`config.mk`:
```
export PLATFORM = sky130hd
export DESIGN_NAME = smi_timer_unit
export DESIGN_NICKNAME = d
export VERILOG_FILES = /design/src/rtl/smi_tmr_pkg.sv /design/src/rtl/smi_subdiv.sv /design/src/rtl/smi_countdown.sv /design/src/rtl/smi_timer_unit.sv
export SDC_FILE = /design/constraint.sdc
export NUM_CORES = 1
export LEC_CHECK = 0
export ABC_AREA = 1
export BUFFER_PORTS_ARGS = -buffer_cell sky130_fd_sc_hd__buf_2
export CAP_MARGIN = 20
export CELL_PAD_IN_SITES_DETAIL_PLACEMENT = 0
export CELL_PAD_IN_SITES_GLOBAL_PLACEMENT = 1
export CORE_ASPECT_RATIO = 1.75
export CORE_MARGIN = 8
export CORE_UTILIZATION = 42
export CTS_BUF_LIST = sky130_fd_sc_hd__clkbuf_8
export DETAILED_ROUTE_END_ITERATION = 10
export PLACE_DENSITY_LB_ADDON = 0.1
export SYNTH_ARGS = -nofsm -noshare
export SYNTH_HDL_FRONTEND = slang
export SYNTH_SLANG_ARGS = --single-unit
```
`constraint.sdc`:
```
create_clock -name clk -period 4.55 [get_ports clk]
set_clock_uncertainty 0.15 [all_clocks]
set_input_delay 0.2275 -clock clk [delete_from_list [all_inputs] [get_ports clk]]
set_output_delay 0.2275 -clock clk [all_outputs]
set_load 0.02 [all_outputs]
```
`src/rtl/smi_tmr_pkg.sv`:
```
package smi_tmr_pkg;
  typedef enum logic [1:0] {
    TGT_ENABLE = 2'd0,
    TGT_STATUS = 2'd1,
    TGT_CFG_SW = 2'd2,
    TGT_CFG_PR = 2'd3
  } smi_tgt_e;

  localparam int SW_BIT  = 6;
  localparam int PER_BIT = 14;
  localparam int WORD_W  = 16;
endpackage

```
`src/rtl/smi_subdiv.sv`:
```
module smi_subdiv #(
  parameter int SUB_PER_MS = 2
) (
  input  logic clk,
  input  logic rst,
  input  logic clr,
  input  logic tick,
  output logic ms_step
);
  localparam int CW = (SUB_PER_MS > 1) ? $clog2(SUB_PER_MS) : 1;
  localparam logic [CW-1:0] LAST = CW'(SUB_PER_MS - 1);

  logic [CW-1:0] sub_cnt;

  assign ms_step = tick && (sub_cnt == LAST);

  always_ff @(posedge clk) begin
    if (rst || clr) begin
      sub_cnt <= '0;
    end else if (tick) begin
      sub_cnt <= (sub_cnt == LAST) ? '0 : sub_cnt + 1'b1;
    end
  end

  AST_DIV_IN_RANGE: assert property (@(posedge clk) disable iff (rst)
    sub_cnt <= LAST);
endmodule

```
`src/rtl/smi_countdown.sv`:
```
module smi_countdown #(
  parameter int W = 8
) (
  input  logic         clk,
  input  logic         rst,
  input  logic         arm,
  input  logic         halt,
  input  logic         step,
  input  logic [W-1:0] load,
  output logic         expire
);
  logic [W-1:0] cnt;
  logic         run;

  always_ff @(posedge clk) begin
    if (rst) begin
      cnt    <= '0;
      run    <= 1'b0;
      expire <= 1'b0;
    end else begin
      expire <= 1'b0;
      if (arm) begin
        cnt <= load;
        run <= 1'b1;
      end else if (halt) begin
        cnt <= '0;
        run <= 1'b0;
      end else if (run && step) begin
        if (cnt == W'(1)) begin
          cnt    <= load;
          expire <= 1'b1;
        end else begin
          cnt <= cnt - 1'b1;
        end
      end
    end
  end

  AST_LIVE_COUNT_NONZERO: assert property (@(posedge clk) disable iff (rst)
    run |-> (cnt != '0));
  AST_EXPIRE_ONLY_RUNNING: assert property (@(posedge clk) disable iff (rst)
    expire |-> run);
endmodule

```
`src/rtl/smi_timer_unit.sv`:
```
module smi_timer_unit
  import smi_tmr_pkg::*;
#(
  parameter int SUB_PER_MS   = 2,
  parameter int MS_PER_SEC   = 1000,
  parameter bit HAS_SWSMI    = 1'b1,
  parameter bit HAS_PERIODIC = 1'b1
) (
  input  logic        clk,
  input  logic        rst,
  input  logic        tick_i,
  input  logic        wr_i,
  input  logic [1:0]  wr_sel_i,
  input  logic [15:0] wr_data_i,
  output logic [15:0] smi_en_o,
  output logic [15:0] smi_sts_o,
  output logic [1:0]  sw_rate_o,
  output logic [1:0]  per_sel_o,
  output logic        smi_o
);
  localparam int SW_MAX = 64 * SUB_PER_MS;
  localparam int SW_W   = $clog2(SW_MAX + 1);
  localparam int PR_MAX = 64 * MS_PER_SEC;
  localparam int PR_W   = $clog2(PR_MAX + 1);
  localparam logic [WORD_W-1:0] STS_MASK =
    (HAS_SWSMI    ? (WORD_W'(1) << SW_BIT)  : '0) |
    (HAS_PERIODIC ? (WORD_W'(1) << PER_BIT) : '0);

  logic [WORD_W-1:0] en_q, sts_q, en_nxt, exp_vec;
  logic [1:0]        rate_q, per_q, rate_nxt, per_nxt;
  logic              smi_q, touch, sts_wr;
  logic              arm_sw, halt_sw, arm_pr, halt_pr;
  logic              exp_sw, exp_pr;
  logic [SW_W-1:0]   sw_load;
  logic [PR_W-1:0]   pr_load;

  always_comb begin
    en_nxt   = (wr_i && wr_sel_i == TGT_ENABLE) ? wr_data_i : en_q;
    rate_nxt = (wr_i && wr_sel_i == TGT_CFG_SW) ? wr_data_i[7:6] : rate_q;
    per_nxt  = (wr_i && wr_sel_i == TGT_CFG_PR) ? wr_data_i[1:0] : per_q;
    sts_wr   = wr_i && (wr_sel_i == TGT_STATUS);
    touch    = wr_i && (wr_sel_i != TGT_STATUS);
    arm_sw   = touch &&  en_nxt[SW_BIT];
    halt_sw  = touch && !en_nxt[SW_BIT];
    arm_pr   = touch &&  en_nxt[PER_BIT];
    halt_pr  = touch && !en_nxt[PER_BIT];
    if (rate_nxt == 2'd0) sw_load = SW_W'((3 * SUB_PER_MS) / 2);
    else                  sw_load = SW_W'((8 << rate_nxt) * SUB_PER_MS);
    pr_load = PR_W'((8 << (2'd3 - per_nxt)) * MS_PER_SEC);
    exp_vec          = '0;
    exp_vec[SW_BIT]  = exp_sw;
    exp_vec[PER_BIT] = exp_pr;
  end

  generate
    if (HAS_SWSMI) begin : g_sw
      smi_countdown #(.W(SW_W)) u_sw (
        .clk(clk), .rst(rst), .arm(arm_sw), .halt(halt_sw),
        .step(tick_i), .load(sw_load), .expire(exp_sw));
    end else begin : g_no_sw
      assign exp_sw = 1'b0;
    end

    if (HAS_PERIODIC) begin : g_pr
      logic ms_step;
      smi_subdiv #(.SUB_PER_MS(SUB_PER_MS)) u_div (
        .clk(clk), .rst(rst), .clr(arm_pr), .tick(tick_i), .ms_step(ms_step));
      smi_countdown #(.W(PR_W)) u_pr (
        .clk(clk), .rst(rst), .arm(arm_pr), .halt(halt_pr),
        .step(ms_step), .load(pr_load), .expire(exp_pr));
    end else begin : g_no_pr
      assign exp_pr = 1'b0;
    end
  endgenerate

  always_ff @(posedge clk) begin
    if (rst) begin
      en_q   <= '0;
      sts_q  <= '0;
      rate_q <= '0;
      per_q  <= '0;
      smi_q  <= 1'b0;
    end else begin
      en_q   <= en_nxt;
      rate_q <= rate_nxt;
      per_q  <= per_nxt;
      sts_q  <= (sts_wr ? (wr_data_i & STS_MASK) : sts_q) | (exp_vec & STS_MASK);
      smi_q  <= exp_sw | exp_pr;
    end
  end

  assign smi_en_o  = en_q;
  assign smi_sts_o = sts_q;
  assign sw_rate_o = rate_q;
  assign per_sel_o = per_q;
  assign smi_o     = smi_q;

  AST_PULSE_HAS_STATUS: assert property (@(posedge clk) disable iff (rst)
    smi_q |-> ((sts_q & STS_MASK) != '0));
  AST_SW_EXPIRE_ENABLED: assert property (@(posedge clk) disable iff (rst)
    exp_sw |-> en_q[SW_BIT]);
  AST_PR_EXPIRE_ENABLED: assert property (@(posedge clk) disable iff (rst)
    exp_pr |-> en_q[PER_BIT]);
  AST_ARM_QUIETS_SW: assert property (@(posedge clk) disable iff (rst)
    arm_sw |=> !exp_sw);
endmodule

```
==> summary.txt, run 1 <==
Cells and area
  • Inserted Diodes: 0
  • Nets: 515
  • Fraction of layout cells with a size suffix above 1: 14.7%
  • P&R area growth vs syn: 10.8%

Power and ir drop
  • Maximum VDD drop: 0.000123 V
  • Power Density: 313 mW/mm^2
  • Power Total: 1000 uW
  • Static leakage power: 0.00159 uW

Timing
  • RSZ-0062 raised after global routing: false
  • Worst Max-Slew Pin Slew: 891 ps
  • Setup TNS: 0 ps
  • Slew headroom: 40.6%
  • Period utilization: 44.0%
  • Fin crit period: 2000 ps
  • Final hold violation count: 0
  • Max frequency: 500 MHz
  • Final setup vio count: 0
  • Max-slew violations: 0

Placed design
  • RD Place Congestion: 0.834
  • I/O Buffers: 44
  • Dpl hpwl: 6450 microns

Clocking
  • Max Root-Sink Buffers: 2
  • Clock sink total: 52
  • Worst skew pair latency: 310 ps
  • # H-tree levels: 2
  • Hold_buf cts: 0
  • Clock-pin slew on the worst setup and hold paths: 90 ps
  • CTS tree: done
  • CTS buffer count: 5
  • Post_cts resized: 0
  • Clock Tree Root: clkbuf_8
  • Post-CTS Setup Inserts: 0

Critical path
  • Top cell by count, worst path: nor2_1
  • Crit. End Element: register
  • Startpoint types: register
  • Critical path buffer and inverter count: 1
  • Crit path cell chain: nor2_2 -> inv_1 -> nor2_1 -> nand2_1 -> nor2_1 -> nand3_1 -> nand2_1 -> nor2_1
  • Largest delay contributor family on the critical path: simple AND/OR/NAND/NOR gates
  • CP max FO: 5
  • R2R setup slack: 2550 ps
  • Critical Path AT: 2060 ps
  • Setup CP Type: register to register
  • CP max stage delay: 370 ps
  • Data required time of the worst path: 4610 ps
  • CP max-delay cell: dfxtp_1

Synth
  • Yosys top cell area share: 35.9%
  • Syn Inst Count: 447
  • Synth warn: 0
  • Avg Cell Area, Syn: 6.48 sq um
  • Top post-synthesis cells by area: dfxtp_1 36%, nand2_1 10%, nor2_1 10%, o21ai_0 8.6%, nand3_1 7.4%
  • Sequential share of the synthesized area: 35.9%
  • Synthesized area: 0.00290 sq mm
  • Cell taking the most area after synthesis: dfxtp_1
  • #FFs+latches synth: 52
  • Netlist cell types: 26

Routing
  • DRC errors left: 0
  • DRT Wirelength: 8260 microns
  • Via count: 2,878
  • WL/cell: 14.4 microns
  • Drt pass-1 iters: 5
  • DRT iter0 DRCs: 147
  • Routed Antenna Nets: 0
  • Vias/cell: 5.02

Floorplan
  • Area of the core: 0.00676 sq mm
  • Width of the die: 78.8 microns
  • Die Footprint: 0.00991 sq mm
  • Ports: 59
  • Die height: 126 microns
  • Rows: 40
  • Initial Util: 42.9%

GRT
  • GRT Util Overall: 17.2%
  • Largest net degree at the start of global routing: 33
  • Total global routing overflow: 0
  • First-pass GRT wire length: 13,700 microns
  • Initial antenna violation count: 0
  • Vias in the first global route: 2,797

Outcome
  • Status: finished, final reports clean

Run
  • Max-cap violations: 0

Worst hold path
  • Hold Crit Class: primary input to register
[path summary, 6_finish.rpt]
path,start,cells after the start,endpoint
setup reg to reg,g_pr.u_pr.cnt[8],8,g_pr.u_pr.cnt[2]
setup / recovery,g_pr.u_pr.cnt[8],8,g_pr.u_pr.cnt[2]
hold / removal,wr_data_i[5],3,smi_en_o[5]
hold reg to reg,g_sw.u_sw.run,2,g_sw.u_sw.run
[stage by stage]
step | util [%] | setup WS, ps | instance area (sq um) | std cells | hold slack (ps)
global placement | 46.4 | 2410 | 3130 | 566 | 291
floorplan | - | 3060 | 2950 | 460 | 192
CTS | 47.5 | 2530 | 3210 | 573 | 5.03
detailed placement | 46.4 | 2320 | 3130 | 566 | 296
global route | 47.5 | 2400 | 3210 | 573 | 15.9
finish | 47.5 | 2550 | 3210 | 573 | 17.3
[worst reg2reg max path, cell delays in order (launching register included)]
cell and delay [ps]:
dfxtp_1 370, nor2_2 210, inv_1 60, nor2_1 340, nand2_1 120, nor2_1 290, nand3_1 190, nand2_1 130
nor2_1 50
[Yosys cell counts]
cell type,count
and3_1,3
o211ai_1,1
buf_2,2
nor2_1,78
o21ai_1,4
xor2_1,2
xnor2_1,2
dfxtp_1,52
clkbuf_1,6
nand2_1,81
nor3_1,6
nor2_2,5
buf_4,14
a21oi_1,23
nand3_1,43
nand3b_1,1
o21ai_2,5
conb_1,1
ha_1,4
inv_1,48
o21ai_0,50
inv_2,4
nand3_2,2
nand2_2,3
nand4_1,4
nor2_4,3
[logic make-up (layout without fill, tap and decap cells)]
| logic type | after synthesis | in the layout | share of synthesized area (%) |
|---|---|---|---|
| adder cells (fa/ha/maj) | 4 | 4 | 1.73 |
| buffers and inverters | 74 | 103 | 11.5 |
| flip-flops | 52 | 52 | 35.9 |
| AND/OR/NAND/NOR | 229 | 229 | 34.4 |
| XOR/XNOR | 4 | 4 | 1.21 |
| other | 1 | 14 | 0.129 |
| AO/OA/AOI/OAI | 83 | 83 | 15.1 |
[per-layer routing]
layer | vias up | track usage (%) | share of wire [%] | wire (microns)
li1 | 1489 | - | - | -
met1 | 1314 | 16.4 | 37 | 3020
met2 | 60 | 33.5 | 56 | 4650
met3 | 15 | 3.28 | 4.0 | 331
met4 | 0 | 7.68 | 3.1 | 257
met5 | - | 0 | 0 | 0
[cells in the final DEF, fill, tap and decap left out]
master,count
a21oi_1,23
and3_1,3
buf_2,44
clkbuf_8,5
clkinv_2,1
conb_1,14
dfxtp_1,52
ha_1,4
inv_1,49
inv_2,4
nand2_1,81
nand2_2,3
nand3_1,43
nand3_2,2
nand3b_1,1
nand4_1,4
nor2_1,78
nor2_2,5
nor2_4,3
nor3_1,6
o211ai_1,1
o21ai_0,50
o21ai_1,4
o21ai_2,5
xnor2_1,2
xor2_1,2
[cell type report]
cell class                      count  area (sq um)
Clock buffer                        5          68.8
Clock inverter                      2          8.76
Fill cell                         745          3550
Inverter                           52           195
Multi-Input combinational cell    334          1570
Sequential cell                    52          1040
Tap cell                           84           105
Timing Repair Buffer               44           220
[sequential cells by signal, summed over array words and instances, names as in the netlist]
register,flops
smi_sts_o,2
per_sel_o,2
smi_en_o,16
sw_rate_o,2
g_pr.u_div.sub_cnt,1
g_pr.u_pr.cnt,16
g_sw.u_sw.run,1
g_pr.u_pr.run,1
g_sw.u_sw.expire,1
g_pr.u_pr.expire,1
g_sw.u_sw.cnt,8
smi_o,1
[report_power, final]
part           internal [uW]  leakage (uW)  switching (uW)  total (uW)
registers                480      0.000425            20.2         500
clock network            103     0.0000452             152         255
logic                   80.5       0.00112             169         249
total                    663       0.00159             341        1000
No activity file was read; power rests on OpenSTA's default activity.
==> run 2, diff against run 1 <==
--- a/config.mk
+++ b/config.mk
@@ -12,7 +12,7 @@
 export CELL_PAD_IN_SITES_GLOBAL_PLACEMENT = 1
 export CORE_ASPECT_RATIO = 1.75
 export CORE_MARGIN = 8
-export CORE_UTILIZATION = 42
+export CORE_UTILIZATION = 39
 export CTS_BUF_LIST = sky130_fd_sc_hd__clkbuf_8
 export DETAILED_ROUTE_END_ITERATION = 10
 export PLACE_DENSITY_LB_ADDON = 0.1
==> constraint.sdc (replaced) <==
create_clock -name clk -period 2 [get_ports clk]
set_clock_uncertainty 0.15 [all_clocks]
set_input_delay 0.1 -clock clk [delete_from_list [all_inputs] [get_ports clk]]
set_output_delay 0.1 -clock clk [all_outputs]
set_load 0.02 [all_outputs]
==> summary.txt, run 2 (synthesis results as in run 1) <==
Placed design
  • RD Place Congestion: 0.975 (was 0.834)
  • Post-DP Area: 0.00321 sq mm (was 0.00313 sq mm)
  • I/O Buffers: 44 (unchanged)
  • Dpl cells: 578 (was 566)
  • Dpl hpwl: 6640 microns (was 6450 microns)

Critical path
  • CP max stage delay: 530 ps (was 370 ps)
  • Top cell by count, worst path: nand2_1 (was nor2_1)
  • Worst reg2reg path depth: 8 (unchanged)
  • RR Startpoint: g_pr.u_pr.cnt[1] (was g_pr.u_pr.cnt[8])
  • RR Endpoint: g_pr.u_pr.cnt[4] (was g_pr.u_pr.cnt[2])
  • Critical Path Stages: 9 (was 8)
  • Crit path cell chain: dlygate4sd3_1 -> buf_2 -> nand2_1 -> inv_1 -> nand2_1 -> nand2_1 -> inv_1 -> o21ai_0 -> a21oi_1 (was nor2_2 -> inv_1 -> nor2_1 -> nand2_1 -> nor2_1 -> nand3_1 -> nand2_1 -> nor2_1)
  • Startpoint types: primary input (was register)
  • Critical path buffer and inverter count: 4 (was 1)
  • R2R setup slack: 210 ps (was 2550 ps)
  • Setup CP Type: primary input to register (was register to register)
  • CP startpoint: tick_i (was g_pr.u_pr.cnt[8])
  • CP max-delay cell: dlygate4sd3_1 (was dfxtp_1)
  • Data required time of the worst path: 2090 ps (was 4610 ps)
  • Critical Path AT: 1950 ps (was 2060 ps)
  • CP max FO: 10 (was 5)
  • Crit. End Element: register (unchanged)
  • Largest delay contributor family on the critical path: buffers and inverters (was simple AND/OR/NAND/NOR gates)
  • CP Capture Point: g_pr.u_pr.cnt[8] (was g_pr.u_pr.cnt[2])

Power and ir drop
  • P_int: 1720 uW (was 663 uW)
  • Power Total: 2530 uW (was 1000 uW)
  • Clock Power Share: 31.2% (was 25.3%)
  • Switch Pwr: 809 uW (was 341 uW)
  • Maximum VDD drop: 0.000329 V (was 0.000123 V)
  • Power Density: 726 mW/mm^2 (was 313 mW/mm^2)
  • Static leakage power: 0.00173 uW (was 0.00159 uW)
  • Comb power frac: 24.0% (was 24.8%)
  • Sequential share of power: 44.9% (was 49.8%)
  • Switching Fraction: 31.9% (was 33.9%)

Clocking
  • Clock Tree Root: clkbuf_8 (unchanged)
  • Post_cts resized: 0 (unchanged)
  • CTS buffer count: 5 (unchanged)
  • Clock-pin slew on the worst setup and hold paths: 100 ps (was 90 ps)
  • Hold_buf cts: 16 (was 0)
  • # H-tree levels: 2 (unchanged)
  • Post-CTS Setup Inserts: 0 (unchanged)
  • Max Root-Sink Buffers: 2 (unchanged)
  • Worst skew pair latency: 310 ps (about the same)
  • Clock sink total: 52 (unchanged)
  • CTS tree: done (unchanged)

Routing
  • Routed Antenna Nets: 0 (unchanged)
  • DRC errors left: 0 (unchanged)
  • DRT iter0 DRCs: 114 (was 147)
  • DRT Wirelength: 8420 microns (was 8260 microns)
  • Drt pass-1 iters: 4 (was 5)
  • Via count: 2,946 (was 2,878)
  • WL/cell: 14.0 microns (was 14.4 microns)
  • Vias/cell: 4.89 (was 5.02)

Floorplan
  • Rows: 41 (was 40)
  • Die height: 130 microns (was 126 microns)
  • Area of the core: 0.00723 sq mm (was 0.00676 sq mm)
  • Initial Util: 40.0% (was 42.9%)
  • Width of the die: 81.1 microns (was 78.8 microns)
  • Die Footprint: 0.0105 sq mm (was 0.00991 sq mm)
  • Ports: 59 (unchanged)

Timing
  • Final hold violation count: 0 (unchanged)
  • Slew headroom: 60.0% (was 40.6%)
  • Period utilization: 93.0%
  • Fin Hold WS: 19.2 ps (was 17.3 ps)
  • Max-slew violations: 0 (unchanged)
  • Worst Max-Slew Pin Slew: 596 ps (was 891 ps)
  • RSZ-0062 raised after global routing: false (unchanged)
  • Fin crit period: 1860 ps
  • Setup TNS: 0 ps (unchanged)
  • Final setup vio count: 0 (unchanged)
  • Max frequency: 537 MHz

Run
  • Max-cap violations: 0 (unchanged)

GRT
  • GRT Util Overall: 16.4% (was 17.2%)
  • Initial antenna violation count: 0 (unchanged)
  • Vias in the first global route: 2,841 (was 2,797)
  • Largest net degree at the start of global routing: 17 (was 33)
  • First-pass GRT wire length: 13,500 microns (was 13,700 microns)
  • Total global routing overflow: 0 (unchanged)

Cells and area
  • Inserted Diodes: 0 (unchanged)
  • Most common cell after layout, fill and taps aside: nand2_1 (unchanged)
  • Nets: 541 (was 515)
  • Most frequent cells in the layout: 81 x nand2_1, 78 x nor2_1, 52 x dfxtp_1 (unchanged)
  • Fillers: 754 (was 745)
  • Fraction of layout cells with a size suffix above 1: 16.3% (was 14.7%)
  • Fin cells: 602 (was 573)
  • P&R area growth vs syn: 20.6% (was 10.8%)
  • Final Cell Area: 0.00349 sq mm (was 0.00321 sq mm)

Worst hold path
  • Hold Crit Class: primary input to register (unchanged)

Outcome
  • Status: finished, final reports clean (unchanged)
-- run 2: power groups by stage --
stage	logic, uW	clock network [uW]	registers (uW)
after floorplan	411	0	1180
after global placement	585	0	1160
after detailed placement	582	0	1160
after CTS	609	806	1140
final	607	789	1140
after global routing	696	840	1140
-- run 2: final cells by class --
class / count / area, sq um / area share [%]
timing repair buffer: 70 / 455 / 13.0
multi-input combinational: 334 / 1570 / 45.0
clock inverter: 2 / 38.8 / 1.11
clock buffer: 6 / 82.6 / 2.36
inverter: 52 / 195 / 5.59
tap: 86 / 108 / 3.08
sequential: 52 / 1040 / 29.8
-- run 2: tightest hold or removal path, cell delays in order --
cell and delay, ps:
buf_2 80, inv_1 40, nand2_1 90, nand2_1 50, nor2_1 80
-- run 2: worst min-delay path by stage --
stage	startpoint	endpoint	slack, ps	cells past startpoint
global route	rst	sw_rate_o[1]	50	3
detailed placement	wr_data_i[13]	smi_en_o[13]	210	3
global placement	wr_data_i[8]	smi_en_o[8]	200	3
floorplan	rst	g_sw.u_sw.run	60	1
finish	wr_data_i[14]	smi_en_o[14]	20	5
CTS	wr_data_i[14]	smi_en_o[14]	9	5
-- run 2: metrics by stage --
stage / utilization, % / setup slack [ps]
finish: 48.3 / 139
floorplan: - / 505
CTS: 48.3 / 158
detailed placement: 44.4 / 217
global placement: 44.4 / 205
global route: 48.3 / 30.6
-- run 2: metal layers --
| metal | up-vias | GRT usage (%) | routed length [microns] |
|---|---|---|---|
| met4 | 0 | 9.42 | 343 |
| met1 | 1320 | 16.1 | 3270 |
| li1 | 1551 | - | - |
| met2 | 56 | 30.9 | 4520 |
| met3 | 19 | 2.69 | 287 |
| met5 | - | 0 | 0 |
==> run 3, diff against run 2 <==
--- a/config.mk
+++ b/config.mk
@@ -6,13 +6,13 @@
 export NUM_CORES = 1
 export LEC_CHECK = 0
 export ABC_AREA = 1
-export BUFFER_PORTS_ARGS = -buffer_cell sky130_fd_sc_hd__buf_2
+export BUFFER_PORTS_ARGS = -buffer_cell sky130_fd_sc_hd__buf_4
 export CAP_MARGIN = 20
 export CELL_PAD_IN_SITES_DETAIL_PLACEMENT = 0
 export CELL_PAD_IN_SITES_GLOBAL_PLACEMENT = 1
 export CORE_ASPECT_RATIO = 1.75
 export CORE_MARGIN = 8
-export CORE_UTILIZATION = 39
+export CORE_UTILIZATION = 42
 export CTS_BUF_LIST = sky130_fd_sc_hd__clkbuf_8
 export DETAILED_ROUTE_END_ITERATION = 10
 export PLACE_DENSITY_LB_ADDON = 0.1
==> constraint.sdc (replaced) <==
create_clock -name clk -period 2.3 [get_ports clk]
set_clock_uncertainty 0.15 [all_clocks]
set_input_delay 0.115 -clock clk [delete_from_list [all_inputs] [get_ports clk]]
set_output_delay 0.115 -clock clk [all_outputs]
set_load 0.02 [all_outputs]
==> summary.txt, run 3 (synthesis results as in run 1) <==
Placed design
  • Dpl hpwl: 6730 microns (was 6640 microns)
  • RD Place Congestion: 0.896 (was 0.975)
  • I/O Buffers: 44 (unchanged)

Critical path
  • Top cell by count, worst path: nand2_1 (unchanged)
  • CP max-delay cell: dfxtp_1 (was dlygate4sd3_1)
  • CP max stage delay: 340 ps (was 530 ps)
  • Crit path cell chain: inv_1 -> ha_1 -> nand2_1 -> nor2_2 -> nand4_1 -> nand3_1 -> nand2_1 -> a21oi_1 (was dlygate4sd3_1 -> buf_2 -> nand2_1 -> inv_1 -> nand2_1 -> nand2_1 -> inv_1 -> o21ai_0 -> a21oi_1)
  • Startpoint types: register (was primary input)
  • Crit. End Element: register (unchanged)
  • Critical Path AT: 1890 ps (was 1950 ps)
  • Data required time of the worst path: 2400 ps (was 2090 ps)
  • Setup CP Type: register to register (was primary input to register)
  • CP max FO: 6 (was 10)

Timing
  • Worst Max-Slew Pin Slew: 567 ps (was 596 ps)
  • Fin crit period: 1800 ps
  • Slew headroom: 61.9% (was 60.0%)
  • Final hold violation count: 0 (unchanged)
  • Setup TNS: 0 ps (unchanged)
  • Final setup vio count: 0 (unchanged)
  • RSZ-0062 raised after global routing: false (unchanged)
  • Period utilization: 78.1%
  • Max frequency: 557 MHz
  • Max-slew violations: 0 (unchanged)

GRT
  • GRT Util Overall: 18.4% (was 16.4%)
  • Vias in the first global route: 3,011 (was 2,841)
  • First-pass GRT wire length: 14,700 microns (was 13,500 microns)
  • Total global routing overflow: 0 (unchanged)
  • Initial antenna violation count: 0 (unchanged)
  • Largest net degree at the start of global routing: 28 (was 17)

Clocking
  • # H-tree levels: 2 (unchanged)
  • Clock-pin slew on the worst setup and hold paths: 90 ps (was 100 ps)
  • CTS tree: done (unchanged)
  • Clock sink total: 52 (unchanged)
  • Max Root-Sink Buffers: 2 (unchanged)
  • Worst skew pair latency: 310 ps (about the same)
  • Clock Tree Root: clkbuf_8 (unchanged)
  • Post-CTS Setup Inserts: 0 (unchanged)
  • CTS buffer count: 5 (unchanged)

Power and ir drop
  • Power Density: 588 mW/mm^2 (was 726 mW/mm^2)
  • Static leakage power: 0.00173 uW (about the same)
  • Power Total: 2100 uW (was 2530 uW)
  • Maximum VDD drop: 0.000285 V (was 0.000329 V)

Routing
  • Vias/cell: 5.04 (was 4.89)
  • Routed Antenna Nets: 0 (unchanged)
  • Drt pass-1 iters: 4 (unchanged)
  • WL/cell: 14.7 microns (was 14.0 microns)
  • DRC errors left: 0 (unchanged)
  • DRT Wirelength: 8830 microns (was 8420 microns)
  • DRT iter0 DRCs: 157 (was 114)
  • Via count: 3,019 (was 2,946)

Cells and area
  • Inserted Diodes: 0 (unchanged)
  • Nets: 540 (was 541)
  • Most frequent cells in the layout: 81 x nand2_1, 78 x nor2_1, 52 x dfxtp_1 (unchanged)
  • Fraction of layout cells with a size suffix above 1: 15.5% (was 16.3%)
  • Most common cell after layout, fill and taps aside: nand2_1 (unchanged)
  • P&R area growth vs syn: 23.2% (was 20.6%)

Outcome
  • Status: finished, final reports clean (unchanged)

Floorplan
  • Ports: 59 (unchanged)
  • Rows: 40 (was 41)
  • Die Footprint: 0.00991 sq mm (was 0.0105 sq mm)
  • Die height: 126 microns (was 130 microns)
  • Width of the die: 78.8 microns (was 81.1 microns)
  • Initial Util: 42.9% (was 40.0%)
  • Area of the core: 0.00676 sq mm (was 0.00723 sq mm)

Worst hold path
  • Hold Crit Class: primary input to register (unchanged)

Run
  • Max-cap violations: 0 (unchanged)
[run 3: path summary, 6_finish.rpt]
check,startpoint,endpoint,slack [ps],depth (start not counted)
setup / recovery,g_pr.u_pr.cnt[0],g_pr.u_pr.cnt[14],500,8
hold / removal,wr_data_i[14],smi_sts_o[14],70,5
setup reg to reg,g_pr.u_pr.cnt[0],g_pr.u_pr.cnt[14],500,8
hold reg to reg,g_pr.u_pr.run,g_pr.u_pr.run,330,2
[run 3: through the flow]
| stage | hold WS (ps) | utilization [%] | instances | setup WS, ps | area, sq um |
|---|---|---|---|---|---|
| after CTS | 57.0 | 52.8 | 599 | 495 | 3570 |
| final | 68.0 | 52.8 | 599 | 503 | 3570 |
| after global placement | 213 | 48.8 | 573 | 567 | 3300 |
| after global routing | 109 | 52.8 | 599 | 358 | 3570 |
| after detailed placement | 225 | 48.8 | 573 | 538 | 3300 |
| after floorplan | 79.5 | - | 460 | 805 | 2950 |
[run 3: routing by layer]
| layer | vias up | global-route usage (%) | wire, microns |
|---|---|---|---|
| met4 | 0 | 9.77 | 363 |
| met5 | - | 0 | 0 |
| met3 | 25 | 3.06 | 304 |
| met1 | 1384 | 18.4 | 3330 |
| met2 | 63 | 34.3 | 4830 |
| li1 | 1547 | - | - |
[run 3: final cells by class]
| type | instances | area (sq um) |
|---|---|---|
| clock buffer | 6 | 82.6 |
| clock inverter | 2 | 11.3 |
| fill | 733 | 3190 |
| inverter | 52 | 195 |
| multi-input combinational | 334 | 1570 |
| sequential | 52 | 1040 |
| tap | 84 | 105 |
| timing repair buffer | 69 | 563 |
[run 3: where the power goes]
| part | total (uW) | internal, uW | switching, uW |
|---|---|---|---|
| Sequential | 988 | 950 | 38.3 |
| Clock | 546 | 241 | 305 |
| Combinational | 563 | 212 | 351 |
| Total | 2100 | 1400 | 695 |
[run 3: timing repair]
action,CTS,global route
resized for setup,0,0
hold buffers,18,0
endpoints found under the hold margin,25,0
[run 3: worst max-delay path: cells and delay by family, from the launching register on]
family / cells / cell delay [ps]
AOI/OAI and AO/OA: 1 / 120
adders and majority gates: 1 / 220
buffers and inverters: 1 / 100
DFF: 1 / 340
and+or+nand+nor: 5 / 800
